[config.mk]
export PLATFORM = sky130hd
export DESIGN_NAME = tagres_fifo
export DESIGN_NICKNAME = d
export VERILOG_FILES = /design/src/rtl/tagres_pkg.sv /design/src/rtl/tagres_ctrl.sv /design/src/rtl/tagres_slot.sv /design/src/rtl/tagres_fifo.sv
export SDC_FILE = /design/constraint.sdc
export NUM_CORES = 1
export LEC_CHECK = 0
export ABC_AREA = 0
export BUFFER_PORTS_ARGS = -buffer_cell sky130_fd_sc_hd__buf_2
export CELL_PAD_IN_SITES_DETAIL_PLACEMENT = 0
export CELL_PAD_IN_SITES_GLOBAL_PLACEMENT = 2
export CORE_UTILIZATION = 30
export CTS_CLUSTER_SIZE = 10
export DETAILED_ROUTE_END_ITERATION = 10
export PLACE_DENSITY = 0.75
export SYNTH_ARGS = -nofsm -noshare
export SYNTH_HDL_FRONTEND = slang
export SYNTH_SLANG_ARGS = --single-unit
[constraint.sdc]
create_clock -name clk -period 4.55 [get_ports clk]
set_input_delay 0.91 -clock clk [delete_from_list [all_inputs] [get_ports clk]]
set_output_delay 0.91 -clock clk [all_outputs]
set_load 0.02 [all_outputs]
[src/rtl/tagres_pkg.sv]
package tagres_pkg;
  localparam int TAG_W  = 3;
  localparam int DATA_W = 12;
  localparam int WORD_W = 1 + TAG_W + DATA_W;

  typedef logic [WORD_W-1:0] word_t;
  typedef logic [TAG_W-1:0]  tag_t;
  typedef logic [DATA_W-1:0] data_t;

  // Build a presented word from a channel code and a result.
  function automatic word_t pack_word(input tag_t tag, input data_t data);
    return {1'b1, tag, data};
  endfunction

  // Level left after an optional pop.
  function automatic int level_after_pop(input int level, input logic pop);
    return pop ? level - 1 : level;
  endfunction

  // Whether two more entries fit above the given level.
  function automatic logic pair_fits(input int level, input int depth);
    return (level + 2) <= depth;
  endfunction
endpackage

[src/rtl/tagres_ctrl.sv]
module tagres_ctrl #(
  parameter int DEPTH = 6,
  localparam int CNT_W = $clog2(DEPTH + 1)
) (
  input  logic             clk,
  input  logic             rst_n,
  input  logic             pair_we,
  input  logic             rd_strobe,
  output logic [CNT_W-1:0] fill_cnt,
  output logic [CNT_W-1:0] base_slot,
  output logic             pop_evt,
  output logic             push_evt,
  output logic             drop_evt,
  output logic             ovf_flag
);
  import tagres_pkg::*;

  logic [CNT_W-1:0] cnt_q;
  logic [CNT_W-1:0] cnt_d;
  logic             ovf_q;
  int               lvl_after;

  always_comb begin
    pop_evt   = rd_strobe && (cnt_q != '0);
    lvl_after = level_after_pop(int'(cnt_q), pop_evt);
    push_evt  = pair_we && pair_fits(lvl_after, DEPTH);
    drop_evt  = pair_we && !push_evt;
    base_slot = CNT_W'(lvl_after);
    cnt_d     = push_evt ? CNT_W'(lvl_after + 2) : CNT_W'(lvl_after);
  end

  always_ff @(posedge clk) begin
    if (!rst_n) begin
      cnt_q <= '0;
      ovf_q <= 1'b0;
    end else begin
      cnt_q <= cnt_d;
      if (drop_evt) ovf_q <= 1'b1;
    end
  end

  assign fill_cnt = cnt_q;
  assign ovf_flag = ovf_q;
endmodule

[src/rtl/tagres_slot.sv]
module tagres_slot (
  input  logic                  clk,
  input  logic                  rst_n,
  input  logic                  load_lo,
  input  logic                  load_hi,
  input  logic                  shift,
  input  tagres_pkg::word_t     word_lo,
  input  tagres_pkg::word_t     word_hi,
  input  tagres_pkg::word_t     upper,
  output tagres_pkg::word_t     q
);
  tagres_pkg::word_t q_r;

  always_ff @(posedge clk) begin
    if (!rst_n)       q_r <= '0;
    else if (load_lo) q_r <= word_lo;
    else if (load_hi) q_r <= word_hi;
    else if (shift)   q_r <= upper;
  end

  assign q = q_r;
endmodule

[src/rtl/tagres_fifo.sv]
module tagres_fifo #(
  parameter int DEPTH = 6,
  localparam int CNT_W = $clog2(DEPTH + 1)
) (
  input  logic        clk,
  input  logic        rst_n,
  input  logic        pair_we,
  input  logic [2:0]  tag0,
  input  logic [11:0] data0,
  input  logic [2:0]  tag1,
  input  logic [11:0] data1,
  input  logic        rd_strobe,
  output logic [15:0] head_word,
  output logic        ovf_flag
);
  import tagres_pkg::*;

  logic [CNT_W-1:0] fill_cnt;
  logic [CNT_W-1:0] base_slot;
  logic [CNT_W-1:0] base_next;
  logic             pop_evt;
  logic             push_evt;
  logic             drop_evt;
  word_t            word_lo;
  word_t            word_hi;
  word_t            slot_q [DEPTH];

  assign word_lo   = pack_word(tag0, data0);
  assign word_hi   = pack_word(tag1, data1);
  assign base_next = base_slot + 1'b1;

  tagres_ctrl #(.DEPTH(DEPTH)) u_ctrl (
    .clk       (clk),
    .rst_n     (rst_n),
    .pair_we   (pair_we),
    .rd_strobe (rd_strobe),
    .fill_cnt  (fill_cnt),
    .base_slot (base_slot),
    .pop_evt   (pop_evt),
    .push_evt  (push_evt),
    .drop_evt  (drop_evt),
    .ovf_flag  (ovf_flag)
  );

  for (genvar i = 0; i < DEPTH; i++) begin : g_slot
    word_t upper_w;
    logic  ld_lo;
    logic  ld_hi;
    if (i == DEPTH - 1) begin : g_top
      assign upper_w = '0;
    end else begin : g_mid
      assign upper_w = slot_q[i+1];
    end
    assign ld_lo = push_evt && (base_slot == CNT_W'(i));
    assign ld_hi = push_evt && (base_next == CNT_W'(i));
    tagres_slot u_slot (
      .clk     (clk),
      .rst_n   (rst_n),
      .load_lo (ld_lo),
      .load_hi (ld_hi),
      .shift   (pop_evt),
      .word_lo (word_lo),
      .word_hi (word_hi),
      .upper   (upper_w),
      .q       (slot_q[i])
    );
  end

  assign head_word = slot_q[0];
endmodule

# Word-level counts from Yosys, hierarchy flattened
# Cells that the tools add are included.
# word_totals
reg_bits	100
wordCells	67
# op_classes
magnitude_cmp	1
add_sub_neg	3
n_reduce_logical	25
eq_ne	10
n_mux	20
# op_table
operator	n
$mux W16	18
$add A32 B3 Y32 const B	1
$le A32 B4 Y1 const B	1
$mux W32	1
$reduce_bool A3 Y1	7
$logic_and A1 B1 Y1	15
$eq A3 B2 Y1 const B	4
$eq A3 B3 Y1 const B	4
$eq A3 B1 Y1 const B	2
$logic_not A3 Y1	2
$sub A3 B1 Y4 const B	1
$add A3 B1 Y3 const B	1
$mux W3	1
$logic_not A1 Y1	1

# Logic depth before layout (Yosys ltp)
# depth
depth_word	9
ltp_mapped	18
depth_no_buf	13

# By module
# A second synthesis with hierarchy kept.
# unflattened
hier_cells	591
hier_area_um2	5975.7
# by_module_without_submodules
module	cells_per_inst	instances	area_per_inst_um2
tagres_slot	88	6	897.1
tagres_ctrl	42	1	367.9
tagres_fifo	21	1	225.2

# Least setup slack after synthesis
# No wires, ideal clock.
# synth_timing
kind	input to register
start	in rd_strobe
end	reg g_slot[1].u_slot.q_r[10]
setup_ns	0.092
required_time_ns	4.458
arrival_ns	3.879
path_stages	14
setup_slack_ns	0.579
cell_sequence	buf_2 -> nand2_1 -> clkbuf_1 -> nor4_1 -> nand3b_1 -> ha_1 -> and3b_1 -> clkbuf_1 -> o211ai_1 -> a21o_1 -> buf_6 -> clkbuf_1 -> a211oi_1 -> o32ai_1
# synth_between
elab_chain_cells	8
# synth_rtl
item	line	text
from (decl)	tagres_fifo.sv:12	input logic rd_strobe,
$logic_and A1 B1 Y1 *	tagres_ctrl.sv:24	pop_evt = rd_strobe && (cnt_q != '0);
$mux W32	tagres_pkg.sv:17	return pop ? level - 1 : level;
$add A32 B3 Y32	tagres_pkg.sv:22	return (level + 2) <= depth;
$le A32 B4 Y1	tagres_pkg.sv:22	
$logic_and A1 B1 Y1	tagres_ctrl.sv:26	push_evt = pair_we && pair_fits(lvl_after, DEPTH);
$logic_and A1 B1 Y1	tagres_fifo.sv:55	assign ld_hi = push_evt && (base_next == CNT_W'(i));
$mux W16	tagres_slot.sv:17	else if (load_hi) q_r <= word_hi;
$mux W16	tagres_slot.sv:16	else if (load_lo) q_r <= word_lo;
to (signal assigned)	tagres_slot.sv:16	
to (signal assigned)	tagres_slot.sv:17	
to (signal assigned)	tagres_slot.sv:18	else if (shift) q_r <= upper;
to (decl)	tagres_slot.sv:12	tagres_pkg::word_t q_r;
# Every way passes the cells marked *; elsewhere a longest branch is shown, timed or not.
# A chain may end at the register's enable or synchronous reset.

# Worst setup path after layout
# layout_timing
start	reg u_ctrl.cnt_q[1] (netlist: u_ctrl.fill_cnt[1])
end	reg g_slot[1].u_slot.q_r[3]
# layout_between
elab_chain_cells	9
# layout_rtl
item	line	text
from (decl)	tagres_ctrl.sv:18	logic [CNT_W-1:0] cnt_q;
from (signal assigned)	tagres_ctrl.sv:37	cnt_q <= cnt_d;
branches (longest 9 deep; another with $add A32 B3 Y32)	-	
# Parallel ways; which one is timed is not known.

==> results.txt <==
----------------------------------------------------
[Outcome]
  Result of the run ... completed

[Yosys]
  Count of mapped cells out of synthesis ... 692
  Simple-Gate Fraction of Synth Area ... 12.50%
  Portion of synthesized cell area occupied by the leading cell type ... 34.13%
  Number of library cell types mapped by synthesis ... 61
  Most common flop cell mapped by yosys ... dfxtp_1
  Sequential area share after synthesis ... 34.13%
  Area fraction in compound gates after synthesis ... 40.10%
  Proportion of synthesized area in mux cells ... 2.922%
  Mapped Nets ... 732
  Post-synthesis average cell area ... 8.476 sq um
  Main combinational cell family by area after synthesis ... compound AO/OA/AOI/OAI gates
  Post-synthesis xor/xnor area fraction ... 0.2986%
  Synth Register Bits ... 100
  Total of warnings raised by yosys ... 0
  Synthesized-area fraction occupied by adder cells ... 1.280%
  Most area-hungry cell type in the Yosys netlist ... dfxtp_1
  Cell Area, Synth ... 5866 sq um
  Async set or reset register ratio after synthesis ... 0%
  Dominant cells by area after synthesis ... dfxtp_1, a211oi_1, o32ai_1
  Number of enable-type register cells in the synthesized netlist ... 0

[Timing]
  Crit share post-route ... 89.64%
  Number of pins with negative max-slew slack in the final report ... 0
  Final hold violation count ... 0
  Setup violations, final ... 0
  Accumulated negative setup slack ... 0 ps
  Transition time of the tightest slew-check pin ... 1179 ps
  Achievable frequency ... 245.2 MHz
  Setup skew after layout ... 11.32 ps
  RSZ-0062 raised after global routing ... false
  Max-slew headroom at the worst pin ... 21.41%
  Final critical-path required period ... 4079 ps
  Post-Route Hold Slack ... 458.1 ps

[Cells and area]
  Share of post-route cells with drive strength above 1 ... 17.04%
  Antenna diode count ... 0
  Net total in the final layout ... 751
  Cell area after layout ... 6658 sq um
  Most used cells in the layout excluding fill and tap cells ... dfxtp_1, a211oi_1, nor2_1
  Number of inserted filler cells in the final layout ... 1993
  Area delta synth->final ... 13.50%
  Commonest non-fill, non-tap cell in the layout ... dfxtp_1
  Non-filler instance count after layout ... 976

[Drt]
  Antenna Violating Nets Remaining ... 0
  Number of DRC violations after detailed-routing iteration 0 ... 452
  Via total after detailed routing ... 5917
  Routed wire length ... 22010 um
  Number of remaining DRC errors ... 0
  Detailed-routing iteration count for the pre-antenna-repair pass ... 6
  WL per Instance ... 22.55 um
  Vias per cell ... 6.063

[Power]
  Power density relative to cell area ... 699.9 nW/um^2
  P_leak ... 0.002106 uW
  Design internal power ... 2454 uW
  Portion of total power attributed to sequential cells ... 28.8%
  Switching power as a share of total power ... 47.34%
  Comb pwr share ... 53.8%
  Power consumption ... 4660 uW
  Switching power ... 2206 uW
  Clock network fraction of design power ... 17.4%
  Peak ir drop on the vdd network ... 0.0003191 V

[Clock network]
  Cell chosen for the clock root ... clkbuf_16
  Number of clock buffers inserted by TritonCTS ... 9
  Num Clock Sinks ... 100
  Maximum clock path buffer count ... 2
  Hold buffer count at CTS ... 0
  CTS clk-pin slew, worst paths ... 70 ps
  Insertion delay of the later-clocked pin in the worst-skew pair ... 360 ps
  Clock tree from TritonCTS ... built
  H-tree Lvls ... 3

[Placement]
  Post-placement cell area ... 6344 sq um
  Quantity of I/O buffers inserted on ports ... 50
  Routability congestion estimate from global placement ... 0.9160
  Number of placed instances with taps included ... 960
  Post-DP HPWL ... 14970 um

[Floorplanning]
  DIE AREA ... 20120 sq um
  Num rows ... 50
  Die X-Extent ... 141.8 um
  Initial core utilization ... 30.94%
  Area of the core ... 18960 sq um
  I/O Pins ... 51
  Vert. Die Dim ... 141.8 um

[Critical path]
  Largest driver fanout on the critical path ... 18
  Startpoint of the worst setup timing path ... u_ctrl.fill_cnt[1]$_SDFF_PN0_
  Worst reg2reg path startpoint ... u_ctrl.fill_cnt[1]$_SDFF_PN0_
  Critical path arrival ... 4330 ps
  Classification of the worst setup path ... flip-flop to flip-flop
  CP endpoint kind ... flip-flop
  Category of the worst setup path launch point ... flip-flop
  Data required time at the worst endpoint ... 4810 ps

[Worst hold path]
  Worst min-delay path startpoint ... g_slot[0].u_slot.q[14]$_SDFFE_PN0P_
  Classification of the worst-slack hold path ... flip-flop to flip-flop

[GRT]
  Pin count of the biggest net entering global routing ... 41
  Number of global-route vias before repair ... 5699
  Remaining global-route overflow ... 0
  Global-route wire length before repair ... 34110 um
  Initial antenna violation count ... 0
  Overall fraction of global-route tracks in use ... 22.54%

[Job]
  Maximum Capacitance Violations ... 0

----------------------------------------------------
-- worst max-delay path: stages (launching register included) --
cell and delay, ps:
dfxtp_1 470, inv_1 130, ha_1 230, nand2b_1 190, nand2_1 140, nor4_1 410
nand3b_1 140, ha_1 310, and3b_1 230, a22o_1 240, o211ai_2 380, nand3_1 780
o32ai_1 330
-- power by group through the flow --
stage          combinational [uW]  sequential (uW)  clock (uW)
2_1_floorplan                1680             1400           0
3_3_place_gp                 2430             1350           0
3_5_place_dp                 2480             1360           0
4_1_cts                      2490             1340         829
5_1_grt                      2730             1370         855
6_report                     2510             1340         811
-- repair_timing --
action,CTS,global route
setup endpoints to repair,1,5
gates resized for setup,1,1
setup buffers,0,0
cloned,0,0
-- registers in the layout, indices dropped and copies added, names as in the netlist --
name             cells
g_slot.u_slot.q     96
u_ctrl.fill_cnt      3
u_ctrl.ovf_flag      1
-- final cells by class --
class / instances / area (sq um) / area share, %
repair buffers: 78 / 460.4 / 6.916
well taps: 260 / 325.3 / 4.886
inverters: 51 / 191.4 / 2.875
flip-flops and latches: 100 / 2002 / 30.07
clock buffers: 13 / 260.3 / 3.909
clock inverters: 3 / 45.04 / 0.6766
multi-input cells: 471 / 3373 / 50.67
-- logic make-up (layout without fill, tap and decap cells) --
kind of cell               after synthesis  in the layout
buffers and inverters                  121            145
muxes                                   17             17
xor gates and xnor gates                 2              2
and+or+nand+nor                        159            159
AOI/OAI and AO/OA                      287            287
DFF                                    100            100
adders and majority gates                6              6
-- path summary, 6_finish.rpt --
check,to,slack [ps],depth (start not counted)
worst max register to register,g_slot[1].u_slot.q[3]$_SDFFE_PN0P_,470,12
worst min register to register,g_slot[0].u_slot.q[14]$_SDFFE_PN0P_,460,1
worst max-delay path,g_slot[1].u_slot.q[3]$_SDFFE_PN0P_,470,12
worst min-delay path,g_slot[0].u_slot.q[14]$_SDFFE_PN0P_,460,1
-- Yosys cell counts, types with 2 or more instances --
master,number
dfxtp_1,100
a211oi_1,61
nor2_1,56
clkbuf_1,51
inv_1,48
nand2_1,47
a22oi_1,31
o32ai_1,29
o21ai_0,21
nand3_1,20
o211ai_1,19
a21oi_1,17
nand4_1,17
a211o_1,16
mux2i_1,16
o2bb2ai_1,15
o311a_1,15
a2111oi_0,14
buf_2,12
a221oi_2,10
a221oi_1,6
ha_1,6
a211oi_2,5
buf_6,5
a21o_1,3
a31oi_1,3
inv_2,3
nor2b_1,3
a41oi_1,2
and4_1,2
buf_4,2
nand2b_1,2
o211ai_2,2
o21a_1,2
o31ai_1,2
or3_1,2
or4_1,2
xnor2_1,2
-- stage by stage --
stage	setup WS (ps)	utilization [%]
after floorplan	579.0	-
after global placement	16.96	33.47
after detailed placement	-147.0	33.47
after CTS	271.6	35.12
after global routing	120.5	35.12
final	471.3	35.12
-- routing by layer --
layer	part of all wire [%]	track usage (%)	vias to the layer above	routed length, um
li1	-	-	2720	-
met1	47	31.47	2924	10250
met2	45	35.29	244	9983
met3	6.5	3.409	29	1426
met4	1.6	7.527	0	347
met5	0	0	-	0
Note: power is estimated with default switching activity, not from simulation.
